**config.mk**
```make
export PLATFORM = sky130hd
export DESIGN_NAME = spi_sclk_divider
export DESIGN_NICKNAME = d
export VERILOG_FILES = /design/src/rtl/spiclk_pkg.sv /design/src/rtl/spiclk_cfg_decode.sv /design/src/rtl/spiclk_phase_ctr.sv /design/src/rtl/spiclk_edge_gen.sv /design/src/rtl/spi_sclk_divider.sv
export SDC_FILE = /design/constraint.sdc
export NUM_CORES = 1
export LEC_CHECK = 0
export ABC_AREA = 1
export BUFFER_PORTS_ARGS = -buffer_cell sky130_fd_sc_hd__buf_2
export CORE_ASPECT_RATIO = 0.8
export CORE_MARGIN = 1.5
export CORE_UTILIZATION = 30
export DETAILED_ROUTE_END_ITERATION = 12
export GPL_ROUTABILITY_DRIVEN = 0
export PLACE_DENSITY = 0.51
export SYNTH_ARGS = -nofsm -noshare
export SYNTH_HDL_FRONTEND = slang
export SYNTH_HIERARCHICAL = 1
export SYNTH_SLANG_ARGS = --single-unit
```
**constraint.sdc**
```tcl
create_clock -name clk -period 3.64 [get_ports clk]
set_clock_uncertainty 0.05 [all_clocks]
set_input_delay 0.182 -clock clk [delete_from_list [all_inputs] [get_ports clk]]
set_output_delay 0.182 -clock clk [all_outputs]
set_load 0.005 [all_outputs]
```
**src/rtl/spiclk_pkg.sv**
```systemverilog
`timescale 1ns/1ps
package spiclk_pkg;
    localparam int FLD_W   = 6;
    localparam int CFG_W   = 32;
    localparam int LO_LSB  = 0;
    localparam int HI_LSB  = LO_LSB + FLD_W;
    localparam int DIV_LSB = HI_LSB + FLD_W;
    localparam int SRC_BIT = CFG_W - 1;

    typedef struct packed {
        logic             bypass;
        logic [FLD_W-1:0] period;
        logic [FLD_W-1:0] high_cnt;
        logic [FLD_W-1:0] low_cnt;
    } clk_cfg_t;

    function automatic clk_cfg_t unpack_cfg(input logic [CFG_W-1:0] w);
        clk_cfg_t c;
        c.bypass   = w[SRC_BIT];
        c.period   = w[DIV_LSB +: FLD_W];
        c.high_cnt = w[HI_LSB +: FLD_W];
        c.low_cnt  = w[LO_LSB +: FLD_W];
        return c;
    endfunction
endpackage

```
**src/rtl/spiclk_cfg_decode.sv**
```systemverilog
`timescale 1ns/1ps
module spiclk_cfg_decode
    import spiclk_pkg::*;
#(
    parameter int W = FLD_W
) (
    input  logic [CFG_W-1:0] cfg_word,
    output logic [W-1:0]     last_pos,
    output logic [W-1:0]     rise_pos
);
    localparam logic [W-1:0] ONE = W'(1);

    clk_cfg_t      cfg;
    logic [W-1:0]  eff_div;
    logic [W-1:0]  raw_rise;

    always_comb begin
        cfg      = unpack_cfg(cfg_word);
        eff_div  = (cfg.period == '0) ? ONE : W'(cfg.period);
        raw_rise = (cfg.low_cnt > cfg.high_cnt) ?
                   W'(cfg.low_cnt - cfg.high_cnt) : ONE;
        if (cfg.bypass) begin
            last_pos = ONE;
            rise_pos = ONE;
        end else begin
            last_pos = eff_div;
            rise_pos = (raw_rise > eff_div) ? eff_div : raw_rise;
        end
    end
endmodule

```
**src/rtl/spiclk_phase_ctr.sv**
```systemverilog
`timescale 1ns/1ps
module spiclk_phase_ctr #(
    parameter int W = spiclk_pkg::FLD_W
) (
    input  logic         clk,
    input  logic         rst,
    input  logic         run,
    input  logic [W-1:0] last_pos,
    output logic [W-1:0] pos_nxt
);
    logic [W-1:0] pos_q;

    always_comb begin
        if (!run)
            pos_nxt = '1;
        else if (pos_q >= last_pos)
            pos_nxt = '0;
        else
            pos_nxt = pos_q + W'(1);
    end

    always_ff @(posedge clk) begin
        if (rst)
            pos_q <= '1;
        else
            pos_q <= pos_nxt;
    end


    pos_bound_chk: assert property (@(posedge clk) disable iff (rst)
        $past(run) |-> pos_q <= $past(last_pos));


    pos_wrap_chk: assert property (@(posedge clk) disable iff (rst)
        ($past(run) && $past(pos_q) >= $past(last_pos)) |-> pos_q == '0);
endmodule

```
**src/rtl/spiclk_edge_gen.sv**
```systemverilog
`timescale 1ns/1ps
module spiclk_edge_gen #(
    parameter int W = spiclk_pkg::FLD_W
) (
    input  logic         clk,
    input  logic         rst,
    input  logic         run,
    input  logic [W-1:0] pos_nxt,
    input  logic [W-1:0] rise_pos,
    output logic         sclk,
    output logic         rise_stb,
    output logic         fall_stb
);
    logic high_nxt;

    assign high_nxt = run && (pos_nxt >= rise_pos);

    always_ff @(posedge clk) begin
        if (rst) begin
            sclk     <= 1'b0;
            rise_stb <= 1'b0;
            fall_stb <= 1'b0;
        end else begin
            sclk     <= high_nxt;
            rise_stb <= high_nxt && !sclk;
            fall_stb <= run && !high_nxt && sclk;
        end
    end


    rise_align_chk: assert property (@(posedge clk) disable iff (rst)
        rise_stb |-> (sclk && !$past(sclk)));


    fall_align_chk: assert property (@(posedge clk) disable iff (rst)
        fall_stb |-> (!sclk && $past(sclk)));


    rise_seen_chk: assert property (@(posedge clk) disable iff (rst)
        (sclk && !$past(sclk)) |-> rise_stb);


    abort_quiet_chk: assert property (@(posedge clk) disable iff (rst)
        ($past(sclk) && !sclk && !fall_stb) |-> !$past(run));


    idle_low_chk: assert property (@(posedge clk) disable iff (rst)
        !$past(run) |-> (!sclk && !rise_stb && !fall_stb));
endmodule

```
**src/rtl/spi_sclk_divider.sv**
```systemverilog
`timescale 1ns/1ps
module spi_sclk_divider
    import spiclk_pkg::*;
(
    input  logic             clk,
    input  logic             rst,
    input  logic [CFG_W-1:0] cfg_word,
    input  logic             run,
    output logic             sclk,
    output logic             rise_stb,
    output logic             fall_stb
);
    localparam int W = FLD_W;

    logic [W-1:0] last_pos;
    logic [W-1:0] rise_pos;
    logic [W-1:0] pos_nxt;

    spiclk_cfg_decode #(.W(W)) u_dec (
        .cfg_word (cfg_word),
        .last_pos (last_pos),
        .rise_pos (rise_pos)
    );

    spiclk_phase_ctr #(.W(W)) u_ctr (
        .clk      (clk),
        .rst      (rst),
        .run      (run),
        .last_pos (last_pos),
        .pos_nxt  (pos_nxt)
    );

    spiclk_edge_gen #(.W(W)) u_edge (
        .clk      (clk),
        .rst      (rst),
        .run      (run),
        .pos_nxt  (pos_nxt),
        .rise_pos (rise_pos),
        .sclk     (sclk),
        .rise_stb (rise_stb),
        .fall_stb (fall_stb)
    );


    strobe_excl_chk: assert property (@(posedge clk) disable iff (rst)
        !(rise_stb && fall_stb));
endmodule

```
## Word level (Yosys, flattened, before mapping)

Index checks and enable logic that the tools add are counted.
Widths: inputs -> output; s select.

| word-level totals | value |
|---|---|
| register bits | 9 |
| input port bits | 35 |
| output and inout bits | 3 |

| cells by class | value |
|---|---|
| add/sub/neg operators | 2 |
| reduce and logical (&&, ||, !) cells | 7 |
| order comparisons | 4 |
| mux-type cells | 7 |

Operators with widths:

| kind | count |
|---|---|
| $mux 6 | 7 |
| $ge 6x6->1 | 2 |
| $gt 6x6->1 | 2 |
| $add 6x1->6 const B | 1 |
| $logic_not 6->1 | 1 |
| $sub 6x6->6 | 1 |
| $logic_and 1x1->1 | 4 |
| $logic_not 1->1 | 2 |

## Logic depth before layout (Yosys ltp)

| logic depth | value |
|---|---|
| word-level depth | 11 |
| gate-level depth with buffers | 28 |
| mapped depth without buffers | 28 |

## Cells and area by module

Netlist, hierarchy kept.

By module, submodules not included:

| module | area each (µm²) | times used | seq. area each (µm²) | cells an instance |
|---|---|---|---|---|
| spiclk_cfg_decode | 709.4 | 1 | 0.0 | 125 |
| spiclk_phase_ctr | 452.9 | 1 | 120.1 | 70 |
| spiclk_edge_gen | 280.3 | 1 | 60.1 | 40 |

## Least setup slack after synthesis

OpenSTA, ideal clock, no wires.

| timing | value |
|---|---|
| path type | input-to-reg |
| start | input cfg_word[0] |
| end | register u_edge.rise_stb |
| path slack | 616 ps |
| cell stages on the path | 23 |
| arrival | 2,859 ps |
| path buffers | 0 |
| cells stage by stage | inv_1 ha_1 fa_1 nor3_1 nor2_1 nor2_2 nand3_1 inv_1 ha_1 nand2_1 o21bai_1 nand3_2 nand2_4 o21ai_0 nor2_2 inv_1 ha_1 nand2_1 nand2_1 a21oi_2 nand2_2 nand2_2 nor2_2 |

| on the way | value |
|---|---|
| cells in the longest elaborated chain, start to end | 8 |
| elaborated cells on any way between the ends | 9 |
| classes of those cells | 1 x add/sub; 3 x order compare; 3 x mux; 2 x reduce/logical |

Ends and longest elaborated chain:

| what | line | RTL |
|---|---|---|
| from (decl) | spi_sclk_divider.sv:7 | `input logic [CFG_W-1:0] cfg_word,` |
| $sub 6x6->6 or $gt 6x6->1 (tied branches) | spiclk_cfg_decode.sv:21, spiclk_cfg_decode.sv:20 |  |
| $mux 6 (*) | spiclk_cfg_decode.sv:20 | `raw_rise = (cfg.low_cnt > cfg.high_cnt) ?` |
| $gt 6x6->1 | spiclk_cfg_decode.sv:27 | `rise_pos = (raw_rise > eff_div) ? eff_div : raw_rise;` |
| $mux 6 (*) | spiclk_cfg_decode.sv:27 |  |
| $mux 6 (*) | spiclk_cfg_decode.sv:22 | `if (cfg.bypass) begin` |
| net rise_pos[3] | spi_sclk_divider.sv:16 | `logic [W-1:0] rise_pos;` |
| $ge 6x6->1 (*) | spiclk_edge_gen.sv:16 | `assign high_nxt = run && (pos_nxt >= rise_pos);` |
| $logic_and 1x1->1 (*) | spiclk_edge_gen.sv:16 |  |
| $logic_and 1x1->1 (*) | spiclk_edge_gen.sv:25 | `rise_stb <= high_nxt && !sclk;` |
| to (signal assigned) | spiclk_edge_gen.sv:25 |  |
| to (decl) | spiclk_edge_gen.sv:11 | `output logic rise_stb,` |

Mark *: on every way through the listed nets, which the timed path passes. The rest lies on a longest branch.
A chain may end at the register's enable or synchronous reset.

## Worst setup path in the final report

| timing | value |
|---|---|
| start | input cfg_word[0] |
| end | register u_edge.sclk |

| on the way | value |
|---|---|
| cells in the longest elaborated chain, start to end | 7 |
| elaborated cells on any way between the ends | 8 |
| classes of those cells | 1 x add/sub; 3 x order compare; 3 x mux; 1 x reduce/logical |

Ends and longest elaborated chain:

| what | line | RTL |
|---|---|---|
| $sub 6x6->6 or $gt 6x6->1 (tied branches) | spiclk_cfg_decode.sv:21, spiclk_cfg_decode.sv:20 |  |
| $mux 6 (*) | spiclk_cfg_decode.sv:20 |  |
| $gt 6x6->1 | spiclk_cfg_decode.sv:27 |  |
| $mux 6 (*) | spiclk_cfg_decode.sv:27 |  |
| $mux 6 (*) | spiclk_cfg_decode.sv:22 |  |
| net rise_pos[3] | spi_sclk_divider.sv:16 |  |
| $ge 6x6->1 (*) | spiclk_edge_gen.sv:16 |  |
| $logic_and 1x1->1 (*) | spiclk_edge_gen.sv:16 |  |
| to (signal assigned) | spiclk_edge_gen.sv:24 | `sclk <= high_nxt;` |
| to (decl) | spiclk_edge_gen.sv:10 | `output logic sclk,` |

Marked as above.

==> impl_metrics.json <==
{
  "clk_latency_ns": 0.23,
  "p_leak_uw": 0.00104,
  "min_to": "u_ctr/pos_q[2]",
  "syn_area_per_cell_um2": 6.14,
  "clockBufferDepth": 2,
  "holdWs_ns": 0.201,
  "ys_ff_latch": 9,
  "antenna_left": 0,
  "clock_sinks": 9,
  "cap_violations": 0,
  "status": "complete, no violations",
  "dr.pass1.iters": 4,
  "cp_max_fo": 10,
  "drive_above_1_share_pct": 17.6,
  "power.density_mw_per_mm2": 291,
  "viasPerCell": 4.15,
  "overflow": 0,
  "io_buffers": 24,
  "hp-class": "in -> reg",
  "crit_buf_inv": 6,
  "yosysSeqAreaShare_pct": 12.5,
  "clk_pin_slew_ns": 0.04,
  "cts_buffers": 3,
  "cp_slowest_cell": "fa_1",
  "instances_no_fill": 322,
  "setup_violations": 0,
  "cts_setup_buffers": 0,
  "start_util_pct": 31.4,
  "drc": 0,
  "drv_slew": 0,
  "fmax_mhz": 312,
  "cts.repair.resized": 0,
  "grt_util_all_layers_pct": 12.8,
  "syn_inst": 235,
  "grt_pass1_vias": 1290,
  "fp.dieH_um": 65.0,
  "async_flop_share_pct": 0,
  "slowest_delay_ns": 0.45,
  "hpwl_um": 2510,
  "rr_endpoint": "u_edge/sclk",
  "hold_violations": 0,
  "h-tree-depth": 1,
  "syn_nets": 296,
  "rrSetupSlack_ns": 1.35,
  "drt-initial-drc-count": 64,
  "cts_tree": "built",
  "worstPathArrival_ns": 3.29,
  "reg2regPathDepth": 19,
  "synthesis.area_mm2": 0.00144,
  "reg2reg_from": "u_ctr/pos_q[0]",
  "nets": 324,
  "fp.dieW_um": 80.5,
  "pin_count": 38,
  "grt_start_max_net_pins": 14,
  "hold_start": "run",
  "n_antenna_cell": 0,
  "tightest_slew_ns": 0.271,
  "peakVddDrop_mv": 0.236,
  "synth_ff_type": "dfxtp_1",
  "cp-start-kind": "primary input",
  "nFillCells": 513,
  "whs_path_depth": 2,
  "dieArea_mm2": 0.00524,
  "vias": 1337,
  "wl_per_cell_um": 8.85,
  "fin_crit_sh_pct": 88.1,
  "wl_um": 2850,
  "yosys_warnings": 6,
  "synth_cell_type_count": 27,
  "mostFrequentLayoutCells": "inv_1, nand2_1, ha_1",
  "clockRootBuffer": "clkbuf_8",
  "finalCriticalPeriod_ns": 3.21,
  "synth_edf_count": 0,
  "antenna_found_initial": 0,
  "rows": 22,
  "worst_setup_path_end_kind": "register",
  "max-slew-margin-rel_pct": 81.9,
  "worstSetupPathType": "in -> reg",
  "area_growth_pct": 16.4,
  "fin_setup_tns_ns": 0,
  "cp_top_family": "adder cells",
  "rsz0062_at_grt": "false",
  "dp_cells": 318,
  "core_mm2": 0.00460,
  "postCtsHoldBufs": 0,
  "cp.required_ns": 3.72,
  "grt_pass1_wl_um": 5380,
  "cpMostUsedCell": "inv_1"
}
## final cells by class
class,instances,area (um^2),area share (%)
multi-input cells,163,1030,61.1
repair buffers,24,120,7.15
inverters,62,233,13.9
flip-flops and latches,9,180,10.7
well taps,60,75.1,4.47
clock buffers,4,45.0,2.68
## flip-flops by register name (all words and copies together), names as in the netlist
| name | flops |
|---|---|
| u_ctr/pos_q | 6 |
| u_edge/fall_stb | 1 |
| u_edge/rise_stb | 1 |
| u_edge/sclk | 1 |
## worst register-to-register path: stages (launching register included)
cell     delay, ns
dfxtp_1       0.38
inv_1         0.10
ha_1          0.27
inv_1         0.05
nand2_1       0.04
nand2_1       0.05
nand2_1       0.06
a21oi_2       0.26
nand2_1       0.14
nand2_1       0.09
inv_1         0.04
ha_1          0.26
inv_1         0.05
nand2_1       0.05
nand2_1       0.05
nand2_1       0.04
nand2_1       0.06
nand2_2       0.06
nand2_2       0.07
inv_1         0.04
## power breakdown
group | internal (uW) | switching [uW] | total (uW)
Sequential | 107 | 7.23 | 114
Combinational | 104 | 157 | 261
Clock | 76.1 | 37.5 | 114
## Yosys cell counts, types with 2 or more instances
cell | instances | area (um^2)
a21oi_1 | 5 | 25.0
a21oi_2 | 2 | 17.5
dfxtp_1 | 9 | 180
ha_1 | 25 | 313
inv_1 | 60 | 225
nand2_1 | 60 | 225
nand2_2 | 4 | 25.0
nand2_4 | 2 | 22.5
nand3_1 | 17 | 85.1
nand3_2 | 2 | 20.0
nor2_1 | 21 | 78.8
nor2_2 | 3 | 18.8
nor3_1 | 2 | 10.0
o21ai_0 | 5 | 25.0
o21ai_2 | 2 | 17.5
o21bai_1 | 2 | 15.0
xnor2_1 | 2 | 17.5
xor2_1 | 3 | 26.3
## kinds of logic after synthesis
family | count (synthesis) | synth area share [%]
AO/OA/AOI/OAI | 17 | 7.28
XOR/XNOR | 5 | 3.04
adder cells (fa/ha/maj) | 26 | 23.1
buffers and inverters | 63 | 16.4
flip-flops | 9 | 12.5
AND/OR/NAND/NOR | 115 | 37.7
## worst max path at each step
stage,depth (start not counted),from,slack (ns),end
2_1_floorplan,23,cfg_word[0],0.62,u_edge/rise_stb
3_3_place_gp,25,cfg_word[0],0.20,u_edge/rise_stb
3_5_place_dp,25,cfg_word[0],0.24,u_edge/sclk
4_1_cts,25,cfg_word[0],0.44,u_edge/sclk
5_1_grt,24,cfg_word[0],0.11,u_edge/sclk
6_report,25,cfg_word[0],0.43,u_edge/sclk
## through the flow
| step | instance area (um^2) | utilization (%) | total power (uW) | worst slack [ns] |
|---|---|---|---|---|
| global placement | 1630 | 35.5 | 374 | 0.195 |
| floorplan | 1440 | - | 319 | 0.616 |
| CTS | 1680 | 36.5 | 493 | 0.444 |
| global route | 1680 | 36.5 | 549 | 0.111 |
| detailed placement | 1630 | 35.5 | 377 | 0.241 |
| finish | 1680 | 36.5 | 489 | 0.432 |
## metal layers
layer / wire (um) / share of wire [%] / vias to the layer above / GRT usage (%)
met5: 0 / 0 / - / 0
met2: 1010 / 35 / 28 / 18.3
met1: 1680 / 59 / 544 / 20.3
li1: - / - / 765 / -
met3: 157 / 5.5 / 0 / 2.96
met4: 0 / 0 / 0 / 0
Note: power is estimated with default switching activity, not from simulation.
